$ cat src/rtl/gpio_irq_pkg.sv
// Shared register index encoding for the GPIO interrupt controller.
// Assumes word-aligned byte addresses; the index is address bits [5:2].
package gpio_irq_pkg;
    localparam int ADDR_W = 6;
    localparam int IDX_W  = 4;

    typedef enum logic [IDX_W-1:0] {
        RG_VALUE = 4'd0,
        RG_DIR   = 4'd1,
        RG_IEN   = 4'd2,
        RG_STAT  = 4'd3,
        RG_PEND  = 4'd4,
        RG_CLR   = 4'd5,
        RG_MODE  = 4'd6,
        RG_POL   = 4'd7,
        RG_VER   = 4'd8,
        RG_BOTH  = 4'd9
    } reg_idx_e;
endpackage

$ cat src/rtl/gpio_sync.sv
// Multi-stage synchroniser for asynchronous pad inputs.
// Assumes each bit is independent; the output lags the input by STAGES clocks.
module gpio_sync #(
    parameter int W      = 32,
    parameter int STAGES = 2
) (
    input  logic         clk,
    input  logic         rst_n,
    input  logic [W-1:0] async_i,
    output logic [W-1:0] sync_o
);
    logic [W-1:0] stage_q [STAGES];

    for (genvar s = 0; s < STAGES; s++) begin : g_stage
        // Shift the pad level one stage further per clock.
        always_ff @(posedge clk) begin
            if (!rst_n)
                stage_q[s] <= '0;
            else if (s == 0)
                stage_q[s] <= async_i;
            else
                stage_q[s] <= stage_q[(s == 0) ? 0 : s-1];
        end
    end

    assign sync_o = stage_q[STAGES-1];
endmodule

$ cat src/rtl/gpio_detect.sv
// Per-pin interrupt sensing: level (follows the condition) or edge (latched
// until cleared), with an optional both-edges override of the polarity.
// Assumes smp_i is already synchronous to clk.
module gpio_detect #(
    parameter int W = 32
) (
    input  logic         clk,
    input  logic         rst_n,
    input  logic [W-1:0] smp_i,
    input  logic [W-1:0] mode_i,   // 1 = edge, 0 = level
    input  logic [W-1:0] pol_i,    // 1 = high/rising, 0 = low/falling
    input  logic [W-1:0] both_i,   // 1 = either edge (edge mode only)
    input  logic [W-1:0] clr_i,    // one-cycle clear strobe per pin
    output logic [W-1:0] pend_o
);
    logic [W-1:0] prev_q;
    logic [W-1:0] pend_q;
    logic [W-1:0] pend_d;
    logic [W-1:0] hit;

    // Remember the synchronised level from one clock earlier.
    always_ff @(posedge clk) begin
        if (!rst_n) prev_q <= '0;
        else        prev_q <= smp_i;
    end

    for (genvar i = 0; i < W; i++) begin : g_pin
        logic rise, fall, lvl;
        assign rise      = smp_i[i] & ~prev_q[i];
        assign fall      = ~smp_i[i] & prev_q[i];
        assign hit[i]    = mode_i[i] & (both_i[i] ? (rise | fall)
                                                  : (pol_i[i] ? rise : fall));
        assign lvl       = ~mode_i[i] & (smp_i[i] == pol_i[i]);
        assign pend_d[i] = lvl | (mode_i[i] & ((pend_q[i] & ~clr_i[i]) | hit[i]));
    end

    // Register the raw event state of every pin.
    always_ff @(posedge clk) begin
        if (!rst_n) pend_q <= '0;
        else        pend_q <= pend_d;
    end

    assign pend_o = pend_q;

    // any transition on a both-edge pin is latched on the next clock.
    a_r5_both_edge: assert property (@(posedge clk) disable iff (!rst_n)
        (|((smp_i ^ prev_q) & mode_i & both_i)) |=>
        ((pend_q & $past((smp_i ^ prev_q) & mode_i & both_i)) ==
         $past((smp_i ^ prev_q) & mode_i & both_i)));

    // a clear with no competing edge drops the latched edge bit.
    a_r6_clear_drops: assert property (@(posedge clk) disable iff (!rst_n)
        (|(clr_i & mode_i & ~hit)) |=>
        ((pend_q & $past(clr_i & mode_i & ~hit)) == '0));

    // a latched edge bit without a clear stays set.
    a_r4_edge_hold: assert property (@(posedge clk) disable iff (!rst_n)
        (|(pend_q & mode_i & ~clr_i)) |=>
        ((pend_q & $past(pend_q & mode_i & ~clr_i)) ==
         $past(pend_q & mode_i & ~clr_i)));
endmodule

$ cat src/rtl/gpio_regs.sv
// Register file and read multiplexer of the GPIO controller.
// Assumes a word-aligned byte address; misaligned accesses hit nothing.
module gpio_regs
    import gpio_irq_pkg::*;
#(
    parameter int          W       = 32,
    parameter logic [31:0] VERSION = 32'd3
) (
    input  logic              clk,
    input  logic              rst_n,
    input  logic [ADDR_W-1:0] addr_i,
    input  logic              we_i,
    input  logic [31:0]       wdata_i,
    input  logic [W-1:0]      smp_i,
    input  logic [W-1:0]      pend_i,
    output logic [W-1:0]      dir_o,
    output logic [W-1:0]      out_o,
    output logic [W-1:0]      ien_o,
    output logic [W-1:0]      mode_o,
    output logic [W-1:0]      pol_o,
    output logic [W-1:0]      both_o,
    output logic [W-1:0]      clr_o,
    output logic [31:0]       rdata_o
);
    logic     aligned;
    reg_idx_e idx;
    logic     wr;

    assign aligned = (addr_i[1:0] == 2'b00);
    assign idx     = reg_idx_e'(addr_i[ADDR_W-1:2]);
    assign wr      = we_i & aligned;

    // Update the writable configuration registers.
    always_ff @(posedge clk) begin
        if (!rst_n) begin
            dir_o  <= '1;
            out_o  <= '0;
            ien_o  <= '0;
            mode_o <= '0;
            pol_o  <= '0;
            both_o <= '0;
        end else if (wr) begin
            case (idx)
                RG_VALUE: out_o  <= wdata_i[W-1:0];
                RG_DIR:   dir_o  <= wdata_i[W-1:0];
                RG_IEN:   ien_o  <= wdata_i[W-1:0];
                RG_MODE:  mode_o <= wdata_i[W-1:0];
                RG_POL:   pol_o  <= wdata_i[W-1:0];
                RG_BOTH:  both_o <= wdata_i[W-1:0];
                default:  ;
            endcase
        end
    end

    // Produce the one-cycle clear strobe.
    always_comb begin
        clr_o = '0;
        if (wr && idx == RG_CLR) clr_o = wdata_i[W-1:0];
    end

    // Select the read data for the addressed register.
    always_comb begin
        rdata_o = '0;
        if (aligned) begin
            case (idx)
                RG_VALUE: rdata_o = 32'((dir_o & smp_i) | (~dir_o & out_o));
                RG_DIR:   rdata_o = 32'(dir_o);
                RG_IEN:   rdata_o = 32'(ien_o);
                RG_STAT:  rdata_o = 32'(pend_i);
                RG_PEND:  rdata_o = 32'(pend_i & ien_o);
                RG_MODE:  rdata_o = 32'(mode_o);
                RG_POL:   rdata_o = 32'(pol_o);
                RG_VER:   rdata_o = VERSION;
                RG_BOTH:  rdata_o = 32'(both_o);
                default:  rdata_o = '0;
            endcase
        end
    end
endmodule

$ cat src/rtl/gpio_irq_ctrl.sv
// Top of the GPIO controller with per-pin interrupt sensing.
// Assumes NPINS <= 32 and asynchronous pad inputs; reset is synchronous.
module gpio_irq_ctrl
    import gpio_irq_pkg::*;
#(
    parameter int          NPINS   = 32,
    parameter int          STAGES  = 2,
    parameter logic [31:0] VERSION = 32'd3
) (
    input  logic              clk,
    input  logic              rst_n,
    input  logic [ADDR_W-1:0] addr_i,
    input  logic              we_i,
    input  logic [31:0]       wdata_i,
    output logic [31:0]       rdata_o,
    output logic              irq_o,
    input  logic [NPINS-1:0]  pad_in_i,
    output logic [NPINS-1:0]  pad_out_o,
    output logic [NPINS-1:0]  pad_oe_o
);
    logic [NPINS-1:0] smp, pend, dir, outv, ien, mode, pol, both, clr;

    gpio_sync #(.W(NPINS), .STAGES(STAGES)) u_sync (
        .clk(clk), .rst_n(rst_n), .async_i(pad_in_i), .sync_o(smp));

    gpio_detect #(.W(NPINS)) u_detect (
        .clk(clk), .rst_n(rst_n), .smp_i(smp), .mode_i(mode), .pol_i(pol),
        .both_i(both), .clr_i(clr), .pend_o(pend));

    gpio_regs #(.W(NPINS), .VERSION(VERSION)) u_regs (
        .clk(clk), .rst_n(rst_n), .addr_i(addr_i), .we_i(we_i),
        .wdata_i(wdata_i), .smp_i(smp), .pend_i(pend), .dir_o(dir),
        .out_o(outv), .ien_o(ien), .mode_o(mode), .pol_o(pol),
        .both_o(both), .clr_o(clr), .rdata_o(rdata_o));

    // Drive the pads and combine the enabled events.
    assign pad_out_o = outv;
    assign pad_oe_o  = ~dir;
    assign irq_o     = |(pend & ien);

    // a direction write sets the drive enables on the next clock.
    a_r1_dir_write: assert property (@(posedge clk) disable iff (!rst_n)
        (we_i && addr_i == {RG_DIR, 2'b00}) |=>
        (pad_oe_o == ~$past(wdata_i[NPINS-1:0])));

    // a value write appears on the pad drive on the next clock.
    a_r1_value_write: assert property (@(posedge clk) disable iff (!rst_n)
        (we_i && addr_i == {RG_VALUE, 2'b00}) |=>
        (pad_out_o == $past(wdata_i[NPINS-1:0])));

    // the interrupt is low as reset is released.
    a_r8_irq_quiet: assert property (@(posedge clk) disable iff (!rst_n)
        $rose(rst_n) |-> !irq_o);
endmodule

$ cat config.mk
export PLATFORM = sky130hd
export DESIGN_NAME = gpio_irq_ctrl
export DESIGN_NICKNAME = d
export VERILOG_FILES = /design/src/rtl/gpio_irq_pkg.sv /design/src/rtl/gpio_sync.sv /design/src/rtl/gpio_detect.sv /design/src/rtl/gpio_regs.sv /design/src/rtl/gpio_irq_ctrl.sv
export SDC_FILE = /design/constraint.sdc
export NUM_CORES = 1
export LEC_CHECK = 0
export BUFFER_PORTS_ARGS = -buffer_cell sky130_fd_sc_hd__buf_4
export CAP_MARGIN = 20
export CORE_MARGIN = 4
export CORE_UTILIZATION = 35
export DETAILED_ROUTE_END_ITERATION = 8
export SETUP_SLACK_MARGIN = 0.3
export SYNTH_ARGS = -nofsm -noshare
export SYNTH_HDL_FRONTEND = slang
export SYNTH_SLANG_ARGS = --single-unit
export TNS_END_PERCENT = 30
$ cat constraint.sdc
create_clock -name clk -period 1.35 [get_ports clk]
set_input_delay 0.0675 -clock clk [delete_from_list [all_inputs] [get_ports clk]]
set_output_delay 0.0675 -clock clk [all_outputs]
set_load 0.02 [all_outputs]
* After elaboration in Yosys (flattened, before gate mapping)
Memories as Yosys holds them, arrays and structs flattened.
Cells that the tools add are included.
** Operators by class
- Equal/unequal tests :: 41
- Multiplexer cells :: 71
- Reduce and logical (&&, ||, !) cells :: 10
- Bitwise gates (word level) :: 424
** Operators by type and width (count)
- case mux 32 bit (9 select lines) :: 1
- bitwise AND 1 bit :: 193
- 2-to-1 mux 32 bit :: 4
- NOT 1 bit :: 128
- bitwise OR 1 bit :: 98
- bitwise AND 32 bit :: 3
- 2-to-1 mux 1 bit :: 66
- == test 1 bit :: 32
- NOT 32 bit :: 1
- bitwise OR 32 bit :: 1
- OR reduction 32 bit :: 1
- == test 4 x 3 -> 1 bit (second input constant) :: 4
- AND reduction 2 bit :: 6
- == test 4 x 2 -> 1 bit (second input constant) :: 2
- == test 4 bit (second input constant) :: 2
- == test 4 x 1 -> 1 bit (second input constant) :: 1
- logical NOT 4 bit :: 1
- logical NOT 2 bit :: 1
- logical AND 1 bit :: 1
** Word-level totals
- Word-level logic and storage cells :: 555
- RAM bits :: 64
- Memories :: 1
- Bits of input ports :: 73
- Register bits :: 256
** Memory list
- u_sync.stage_q :: words 2, bits a word 32, read ports 2, clocked after memory_dff 0, write ports 2, line gpio_sync.sv:12 : logic [W-1:0] stage_q [STAGES];

* Longest topological paths before layout
Gate-level depths: netlist of run 1.
- Depth after elaboration :: 9
- Gate-level depth with buffers :: 8
- Depth with buffers taken out :: 5

* Cells and area by module
Synthesis of run 1 repeated with hierarchy kept, for this count alone.
** Unflattened totals
- Cells, all modules :: 1872
- Area, all modules :: 15864.0 µm²
** Modules (own cells, without submodules)
- gpio_regs :: seq. area each 3843.7 µm², instances 1, cells an instance 1230, area each 9625.5 µm²
- gpio_detect :: seq. area each 1281.2 µm², instances 1, cells an instance 455, area each 4169.0 µm²
- gpio_sync :: seq. area each 1281.2 µm², instances 1, cells an instance 134, area each 1791.7 µm²
- gpio_irq_ctrl :: seq. area each 0.0 µm², instances 1, cells an instance 53, area each 277.8 µm²

* Worst setup path before layout of run 1
OpenSTA, ideal clock, no wires.
- Path kind :: in2out
- Start point :: in addr_i[4]
- End point :: out rdata_o[31]
- Buffers on the path :: 3
- Data arrival time :: 1.576 ns
- Required time :: 1.283 ns
- Path slack :: -0.294 ns
- Stages :: 6
- Cell sequence :: buf_4 > or4_1 > buf_2 > buf_6 > o22a_1 > a31oi_1
** On the way
- Word-level cells in the longest chain between the ends :: 3
- Elaborated cells between the ends (all ways) :: 11
- Those cells by class :: 8 x eq/ne; 2 x mux; 1 x reduce/logical
** RTL lines
- start: declaration :: line gpio_irq_ctrl.sv:12 : input logic [ADDR_W-1:0] addr_i,
- == test 4 bit, or another cell as far along :: line gpio_regs.sv:65 : case (idx)
- case mux 32 bit (9 select lines) * :: line gpio_regs.sv:65
- 2-to-1 mux 32 bit * :: line gpio_regs.sv:64 : if (aligned) begin
- end: declaration :: line gpio_irq_ctrl.sv:15 : output logic [31:0] rdata_o,
Mark *: on every way between the ends. The rest lies on a longest branch, timed or not.

* Worst setup path after layout of run 1
- Start point :: reg u_detect.pend_q[25], in the netlist u_detect.pend_o[25]
- End point :: out irq_o
** On the way
- Word-level cells in the longest chain between the ends :: 2
** RTL lines
- start: declaration :: line gpio_detect.sv:17 : logic [W-1:0] pend_q;
- start signal: assignment :: line gpio_detect.sv:40 : else pend_q <= pend_d;
- bitwise AND 32 bit :: line gpio_irq_ctrl.sv:39 : assign irq_o = |(pend & ien);
- OR reduction 32 bit :: line gpio_irq_ctrl.sv:39
- end: declaration :: line gpio_irq_ctrl.sv:16 : output logic irq_o,
No other way between the ends.

==> metrics, run 1 <==
status=finished with violations; failing checks=negative setup slack; critical path capture point type=output port; TritonCTS clock tree=done; final wirelength=between 60000 and 70000 um; CP arrival=roughly 2.1 ns; routed len/inst=21.09 um; First-pass DRT Iterations=5; Power Dens Cells=942.6 nW/um^2; vias in the first global route=~15000; Mapped Cells=around 1900; core area=~44000 sq um; via count=between 15000 and 20000; total grt overflow=0; Post-synth top flop=dfxtp_1; initial antenna violation count=0; share of cells above drive strength 1=a little under half; WHS=0.03367 ns; Final Util=~56%; Mapped Nets=slightly below 2000; Vert. Die Dim=219.0 um; Cell Area, Synth=~16000 sq um; Synth area leader=dfxtp_1; max-cap violation count=0; mean post-synth cell area=8.421 sq um; reg2reg setup slack=~0.04 ns; post-synthesis register bit count=320; Final Hold Vio Count=0; GR Util All Layers=around 24%; Syn. warnings=0; EDFF count, synth=0; pin count of the biggest net entering global routing=just over 80; Die Wd=219.0 um; sequential cell area fraction in the yosys report=approximately two fifths; count leader, synth=nand2_1; Antenna Cells=0; first-pass GRT wire length=between 90000 and 100000 um; Area Growth Syn to Fin=58.80%; Tcrit/Tclk final=161.5%; FF-to-FF End=u_detect.pend_o[27]; most frequent cells after synthesis=nand2_1 (446), dfxtp_1 (320), and2_1 (102), inv_1 (98), a21boi_0 (86); Post-route DRC=0; I/O Buffers=approximately 170; Async SR Flop Fraction=0%; Clock transition at path regs=0.06 ns; clock root cell=clkbuf_16; placed instance count=2754; post-route ant nets=0; Peak Freq=458.6 MHz; starting density of the core=35.33%; CTS Buf Count=38; Final GP Congestion=roughly 0.95; final worst setup slack=-0.8303 ns; Vias/cell=~5.3; Nets=between 2000 and 2500; Placement Setup Slack=-0.4046 ns; Worst Max-Slew Pin Slew=about 0.59 ns; Clk Latency, worst-skew pair=around 0.57 ns; CTS Sinks=320; top cells by area, synth=dfxtp_1 (41%), nand2_1 (11%), ha_1 (5.1%); Worst Setup SP=u_detect.pend_o[25]; Tmin final=~2.2 ns; CP endpoint=irq_o; Hold Crit Class=input pin to flop; reg-to-reg critical path startpoint=u_sync.stage_q[1][27]; critical path class=flop to output port; WP data required=1.28 ns; Total Power=23.33 mW; Setup Viol. Count Final=33; leak pwr=~9.6 nW; peak supply drop=approximately 860 uV; reg2reg path depth=7; # fillers=between 3000 and 4000; Rows=77; Longest Clk Path Bufs=3; Final Max Tran Viols=0; IO Pins=170; die footprint=roughly 48000 sq um; Initial DRC Count=1122; CP max FO=2; Fin Clk Skew=0.01409 ns; slew margin rel.=between 60% and 70%; top-area cell type share of the netlist area=41.10%; Netlist cell types=65; unrepaired setup endpoints after global routing=true; startpoint types=flop; DP HPWL=42090 um; H-tree depth=2; non-filler cells, final=2919
metrics by stage:
stage | TNS, ns | instance area (sq um)
4_1_cts | -16.64 | 23730
3_3_place_gp | -57.69 | 20280
2_1_floorplan | -0.3540 | 16660
3_5_place_dp | -66.21 | 20280
6_report | -15.94 | 24750
5_1_grt | -17.69 | 24750
power breakdown:
group | switching [mW] | internal (mW) | total, mW
logic | 1.29 | 1.28 | 2.57
clock network | 4.26 | 6.70 | 11.0
registers | 0.208 | 9.60 | 9.81
worst min-delay path by stage:
stage	start	depth (start not counted)	to
global route	rst_n	3	u_regs.dir_o[7]
global placement	pad_in_i[27]	2	u_sync.stage_q[0][27]
floorplan	pad_in_i[0]	1	u_sync.stage_q[0][0]
finish	rst_n	3	u_regs.dir_o[7]
detailed placement	pad_in_i[26]	2	u_sync.stage_q[0][26]
CTS	rst_n	3	u_regs.dir_o[7]
cells by family after synthesis:
group | count (synthesis) | share of synthesized area [%]
AOI/OAI and AO/OA | 473 | 21.04
xor gates and xnor gates | 32 | 1.798
adders and majority gates | 64 | 5.137
buffers and inverters | 222 | 6.253
DFF | 320 | 41.10
muxes | 76 | 5.169
and+or+nand+nor | 664 | 19.51
layer usage:
layer | GRT usage [%] | share of wire (%) | wire (um) | vias to the layer above
li1 | - | - | - | 7239
met1 | 30.95 | 42 | 25970 | 7442
met2 | 40.94 | 47 | 29040 | 550
met3 | 5.040 | 7.2 | 4430 | 120
met4 | 9.522 | 3.5 | 2126 | 0
met5 | 0 | 0 | 0 | -
critical path, stage by stage, from the launching register on:
cell and delay (ns):
dfxtp_1 0.31, a22o_1 0.24, a221oi_2 0.17, nand3_1 0.10, or4_4 0.57, buf_6 0.16
cell usage in the layout (no fill, tap or decap), types with 35 or more instances in the layout:
master and count:
inv_2 38, o21ai_2 35, a21boi_0 83, clkbuf_16 44, a21boi_1 60, nand2_1 405, buf_4 274, mux2_4 35
nand3_1 39, dfxtp_2 107, dfxtp_4 48, dfxtp_1 165, dlygate4sd3_1 65, and2_1 98, o21ai_0 37, buf_6 150
area by class of cell:
| type | instances | area (sq um) | area share, % |
|---|---|---|---|
| Multi-Input combinational cell | 1309 | 10270 | 41.49 |
| Clock buffer | 53 | 1109 | 4.479 |
| Inverter | 99 | 456.7 | 1.845 |
| Clock inverter | 15 | 212.7 | 0.8593 |
| Tap cell | 592 | 740.7 | 2.992 |
| Timing Repair Buffer | 531 | 5244 | 21.18 |
| Sequential cell | 320 | 6720 | 27.15 |
registers in the layout (all words and copies together) (netlist names):
signal / count
u_regs.mode_o: 32
u_regs.pol_o: 32
u_regs.ien_o: 32
u_regs.out_o: 32
u_regs.both_o: 32
u_detect.prev_q: 32
u_detect.pend_o: 32
u_sync.stage_q: 64
u_regs.dir_o: 32
what timing repair did:
| item | 4_1_cts | 5_1_grt |
|---|---|---|
| hold endpoints to repair | 259 | 0 |
| gates cloned | 0 | 5 |
| gates resized for setup | 470 | 272 |
| hold buffers | 66 | 0 |
| pin swaps | 108 | 167 |
| endpoints found under the setup margin | 222 | 247 |
| setup buffers | 16 | 10 |
Power figures use the tool's default switching activity.
==> inputs of run 2 (changes only) <==
--- a/config.mk
+++ b/config.mk
@@ -13,5 +13,6 @@
 export SETUP_SLACK_MARGIN = 0.3
 export SYNTH_ARGS = -nofsm -noshare
 export SYNTH_HDL_FRONTEND = slang
+export SYNTH_HIERARCHICAL = 1
 export SYNTH_SLANG_ARGS = --single-unit
 export TNS_END_PERCENT = 30
==> metrics, run 2 <==
failing checks=negative setup slack; initial antenna violation count=0 (unchanged); Longest Clk Path Bufs=3 (unchanged); I/O Buffers=169 (unchanged); Async SR Flop Fraction=0% (unchanged); critical path capture point type=output port; Fin Clk Skew=0.01984 ns (+0.005744 ns); leak pwr=9.482 nW (-0.84%); Mapped Cells=1872 (+1.1%); WHS=0.01098 ns (-0.02270 ns); Synth area leader=dfxtp_1; via count=15275 (-0.50%); placed instance count=2736 (-0.65%); Post-route DRC=0 (unchanged); final instance area=23650 sq um (-4.5%); max FFs per register=64 (unchanged); Final Max Tran Viols=0 (unchanged); max-cap violation count=0 (unchanged); post-route ant nets=0 (unchanged); Area Growth Syn to Fin=49.07%; Antenna Cells=0 (unchanged); Syn. warnings=6 (+6); status=finished with violations; startpoint types=flop; clock root cell=clkbuf_16; starting density of the core=35.64% (+0.32 points); Placement Setup Slack=-0.5284 ns (-0.1238 ns); critical path class=flop to output port; CP max FO=2 (unchanged); most frequent cells in the layout=nand2_1 (391), buf_4 (267), dfxtp_1 (197); WP data required=1.28 ns (about the same); Peak Freq=479.1 MHz (+4.5%); die footprint=48800 sq um (+1.7%); largest reg by FF count=u_sync/stage_q; non-filler cells, final=2904 (-0.51%); top-area cell type share of the netlist area=40.38% (-0.72 points); Vert. Die Dim=220.9 um (+0.85%); share of cells above drive strength 1=39.40% (-7.0 points); most frequent cells after synthesis=nand2_1 (399), dfxtp_1 (320), inv_1 (160), a21boi_1 (158), mux2i_1 (79); Clock transition at path regs=0.06 ns (about the same); vias in the first global route=14995 (-2.4%); final wirelength=60390 um (-1.9%); peak supply drop=915.4 uV (+6.8%); slew margin rel.=58.04% (-2.5 points); Power Dens Cells=961.6 nW/um^2 (+2.0%); TritonCTS clock tree=done; Cell Area, Synth=15860 sq um (+1.8%); Post-synth top flop=dfxtp_1; pin count of the biggest net entering global routing=76 (-6.2%); count leader, synth=nand2_1; DP HPWL=39970 um (-5.0%); CTS Sinks=320 (unchanged); Final GP Congestion=0.9098 (-4.4%); Netlist cell types=55 (-15%); CTS Buf Count=39 (+2.6%); Tmin final=2.087 ns (-0.09300 ns); Hold Crit Class=input pin to flop; IO Pins=170 (unchanged); Area after DPL=19640 sq um (-3.1%); Tcrit/Tclk final=154.6% (-6.9 points); post-synthesis register bit count=320 (unchanged); unrepaired setup endpoints after global routing=true; Rows=77 (unchanged); Clk Latency, worst-skew pair=0.57 ns (about the same); first-pass GRT wire length=90820 um (+0.44%); CP arrival=2.02 ns (-0.09 ns); routed len/inst=20.79 um (-1.4%); Setup Viol. Count Final=33 (unchanged); commonest non-fill, non-tap cell in the layout=nand2_1; Nets=2420 (-0.66%); Final Hold Vio Count=0 (unchanged); Initial DRC Count=1303 (+16%); mean post-synth cell area=8.474 sq um (+0.63%); sequential cell area fraction in the yosys report=40.38% (-0.72 points); GR Util All Layers=23.47% (-0.98 points); Vias/cell=5.260 (about the same); top cells by area, synth=dfxtp_1 (40%), nand2_1 (9.4%), a21boi_1 (7.5%); First-pass DRT Iterations=5 (unchanged); Worst Max-Slew Pin Slew=0.6265 ns (+0.03394 ns); EDFF count, synth=0 (unchanged); total grt overflow=0 (unchanged); core area=44510 sq um (+0.87%); Mapped Nets=2009 (+1.1%); final worst setup slack=-0.7373 ns (+0.09300 ns); H-tree depth=2 (unchanged); Die Wd=220.9 um (+0.85%)
run 2: changes by cell type after synthesis, moves of 39 or more:
cell	change
a21boi_0	-84
a21boi_1	+84
o21ai_0	-73
and2_2	+64
inv_1	+62
nand2_1	-47
nor2_1	+44
a31oi_1	-39
mux2i_1	+39
run 2: metal layers:
metal  vias to the layer above  global-route usage [%]  wire (um)
met5                         -                       0          0
met4                         0                   8.838       2519
met3                       140                   4.108       4315
met2                       624                   37.51      26830
met1                      7375                   31.87      26720
li1                       7136                       -          -
run 2: where the power goes:
part	internal [mW]	total, mW	switching [mW]
combinational	1.23	2.39	1.16
clock	6.26	10.5	4.28
sequential	9.59	9.81	0.213
total	17.1	22.7	5.66
run 2: final timing paths:
check                         from               endpoint  slack (ns)  cells past startpoint
max                u_regs/ien_o[6]                  irq_o       -0.74                      4
min                          rst_n       u_regs/dir_o[29]        0.01                      3
max reg2reg  u_sync/stage_q[1][30]    u_detect/pend_o[30]        0.04                      6
min reg2reg  u_sync/stage_q[0][26]  u_sync/stage_q[1][26]        0.44                      1
run 2: final cells by class:
cell class	count	area (sq um)
fillers	4024	20860
clock inverters	14	133.9
multi-input cells	1275	9568
inverters	160	643.1
well taps	592	740.7
flip-flops and latches	320	6695
clock buffers	56	1140
repair buffers	487	4727
run 2: cell families after synthesis:
group	after synthesis	share of synthesized area [%]
XOR/XNOR	32	1.767
AO/OA/AOI/OAI	405	19.58
flip-flops	320	40.38
buffers and inverters	277	7.232
AND/OR/NAND/NOR	682	20.09
multiplexers	92	5.907
adder cells (fa/ha/maj)	64	5.048
run 2: stage by stage:
stage | utilization [%] | setup TNS (ns) | total power, mW
finish | 53.13 | -14.23 | 22.74
global route | 53.13 | -16.49 | 23.57
CTS | 51.25 | -15.06 | 22.76
detailed placement | 44.13 | -84.70 | 11.96
global placement | 44.13 | -79.61 | 11.93
floorplan | - | -1.277 | 10.94
run 2: worst max-delay path, cell delays in order (launching register included):
cell	delay, ns
dfxtp_2	0.35
a22oi_2	0.24
nand4_1	0.11
or4_4	0.60
buf_6	0.16
run 2: what timing repair did:
| action | 4_1_cts | 5_1_grt |
|---|---|---|
| cloned | 0 | 4 |
| buffers inserted | 8 | 14 |
| endpoints found under the setup margin | 269 | 320 |
| pin swaps | 96 | 72 |
| gates resized for setup | 368 | 168 |
| hold buffers | 72 | 0 |
| endpoints found under the hold margin | 227 | 0 |
==> inputs of run 3 (changes only) <==
--- a/config.mk
+++ b/config.mk
@@ -15,4 +15,4 @@
 export SYNTH_HDL_FRONTEND = slang
 export SYNTH_HIERARCHICAL = 1
 export SYNTH_SLANG_ARGS = --single-unit
-export TNS_END_PERCENT = 30
+export TNS_END_PERCENT = 5
==> constraint.sdc (replaced) <==
create_clock -name clk -period 2.52 [get_ports clk]
set_input_delay 0.126 -clock clk [delete_from_list [all_inputs] [get_ports clk]]
set_output_delay 0.126 -clock clk [all_outputs]
set_load 0.02 [all_outputs]
==> metrics, run 3 (synthesis gave the netlist of run 2 again) <==
status=finished, final reports clean; Nets=2232 (-7.8%); I/O Buffers=169 (unchanged); Clock transition at path regs=0.05 ns (about the same); Initial DRC Count=1292 (-0.84%); Vias/cell=5.299 (+0.74%); CP peak stage delay=0.58 ns (-0.02 ns); most frequent cells in the layout=nand2_1 (399), dfxtp_1 (320), buf_4 (229); TritonCTS clock tree=done; First-pass DRT Iterations=7 (+2); CTS Buf Count=38 (-2.6%); Peak Freq=450.2 MHz; Tmin final=2.221 ns; reg2reg path depth=4 (-2); Final Util=44.62% (-8.5 points); WP buf/inv=1 (unchanged); Setup Viol. Count Final=0 (-100%); Rows=77 (unchanged); # fillers=4333 (+7.7%); Crit-path slowest cell=or4_4; first-pass GRT wire length=83320 um (-8.3%); Die Wd=220.9 um (unchanged); critical path class=flop to output port; routed len/inst=20.25 um (-2.6%); Hold Crit Class=input pin to flop; Power Dens Cells=592.6 nW/um^2 (-38%); commonest non-fill, non-tap cell in the layout=nand2_1; Clock Power Share=47.2% (+0.8 points); Tcrit/Tclk final=88.14%; Setup TNS=0 ns (+14.23 ns); Comb pwr share=7.9% (-2.6 points); clock root cell=clkbuf_16; WHS=0.02019 ns (+0.009212 ns); Internal=8.999 mW (-47%); CP max FO=4 (+2); CP top delay family=simple AND/OR/NAND/NOR gates; critical path capture point type=output port; setup bufs post-CTS=0 (-8); WP data required=2.39 ns (+1.11 ns); leak pwr=8.203 nW (-13%); Total Power=11.77 mW (-48%); peak supply drop=420.4 uV (-54%); initial antenna violation count=2 (+2); Area Growth Syn to Fin=25.19%; final wirelength=54960 um (-9.0%); pin count of the biggest net entering global routing=83 (+9.2%); reg-to-reg critical path startpoint=u_sync/stage_q[1][7]; sw frac=23.54% (-1.3 points); slew margin rel.=48.21% (-9.8 points); startpoint types=flop; Clk Latency, worst-skew pair=0.55 ns (-0.02 ns); stages on the worst setup path=4 (unchanged); Worst Setup SP=u_detect/pend_o[25]; starting density of the core=35.64% (unchanged); CP arrival=2.10 ns (+0.08 ns); Switching Power=2.771 mW (-51%); Worst Max-Slew Pin Slew=0.7768 ns (+0.1503 ns); final worst setup slack=0.2989 ns (+1.036 ns); CTS Sinks=320 (unchanged); CP endpoint=irq_o; Fin Clk Skew=0.005745 ns (-0.01409 ns); Longest Clk Path Bufs=3 (unchanged); sequential share of power=45.0% (+1.9 points); die footprint=48800 sq um (unchanged); max-cap violation count=0 (unchanged); unrepaired setup endpoints after global routing=true; DP HPWL=37430 um (-6.4%); largest reg by FF count=u_sync/stage_q; worst-path cell chain=a22oi_1, nand4_1, or4_4, buf_4; Vert. Die Dim=220.9 um (unchanged); via count=14381 (-5.9%); reg2reg setup slack=1.19 ns (+1.15 ns); vias in the first global route=13898 (-7.3%); Final Max Tran Viols=0 (unchanged); max FFs per register=64 (unchanged); Final Hold Vio Count=0 (unchanged); IO Pins=170 (unchanged); Post-route DRC=0 (unchanged); FF-to-FF End=u_detect/pend_o[7]; Final GP Congestion=0.8880 (-2.4%); share of cells above drive strength 1=17.73% (-22 points); Placement Setup Slack=0.3600 ns (+0.8885 ns); post-route ant nets=0 (unchanged); total grt overflow=0 (unchanged); H-tree depth=2 (unchanged); GR Util All Layers=21.44% (-2.0 points); core area=44510 sq um (unchanged)
-- run 3: changes by cell type in the layout (fill, tap and decap cells not counted), moves of 38 or more --
cell     change
buf_4       -38
buf_6      -111
dfxtp_1    +123
dfxtp_2     -69
dfxtp_4     -54
inv_1       +48
-- run 3: power groups by stage --
| stage | Combinational [mW] | Clock (mW) | Sequential, mW |
|---|---|---|---|
| 2_1_floorplan | 0.476 | 0 | 5.35 |
| 3_3_place_gp | 0.817 | 0 | 5.40 |
| 3_5_place_dp | 0.832 | 0 | 5.40 |
| 4_1_cts | 0.918 | 5.68 | 5.29 |
| 5_1_grt | 0.998 | 5.85 | 5.30 |
| 6_report | 0.924 | 5.55 | 5.30 |
-- run 3: what timing repair did --
action	CTS	global route
hold endpoints to repair	224	0
pin swaps	0	0
hold buffers	64	0
setup endpoints to repair	2	14
resized for setup	1	1
-- run 3: per-layer routing --
metal / wire (um) / share of wire, % / vias up / global-route usage [%]
met4: 2024 / 3.7 / 2 / 8.375
met1: 23940 / 44 / 6930 / 28.69
li1: - / - / 6738 / -
met3: 4227 / 7.7 / 118 / 3.870
met5: 12 / 0.022 / - / 0
met2: 24750 / 45 / 593 / 34.52
-- run 3: worst min-delay path by stage --
stage | end | startpoint | slack [ns] | depth (start not counted)
floorplan | u_regs/dir_o[0] | wdata_i[0] | 0.25 | 2
global placement | u_sync/stage_q[0][26] | pad_in_i[26] | 0.35 | 2
detailed placement | u_sync/stage_q[0][23] | pad_in_i[23] | 0.35 | 2
CTS | u_regs/dir_o[27] | rst_n | 0.02 | 2
global route | u_regs/dir_o[27] | rst_n | 0.05 | 2
finish | u_regs/dir_o[29] | rst_n | 0.02 | 2
-- run 3: final cells by class --
class	count	area [sq um]	area share (%)
Multi-Input combinational cell	1275	8358	42.08
Sequential cell	320	6406	32.26
Timing Repair Buffer	300	2494	12.56
Clock buffer	63	1219	6.136
Tap cell	592	740.7	3.730
Inverter	160	600.6	3.024
Clock inverter	3	40.04	0.2016
Antenna cell	1	2.502	0.01260
-- run 3: metrics by stage --
| step | std cells | area, sq um |
|---|---|---|
| floorplan | 1872 | 15860 |
| finish | 2714 | 19860 |
| detailed placement | 2583 | 17950 |
| CTS | 2713 | 19850 |
| global placement | 2583 | 17950 |
| global route | 2713 | 19860 |
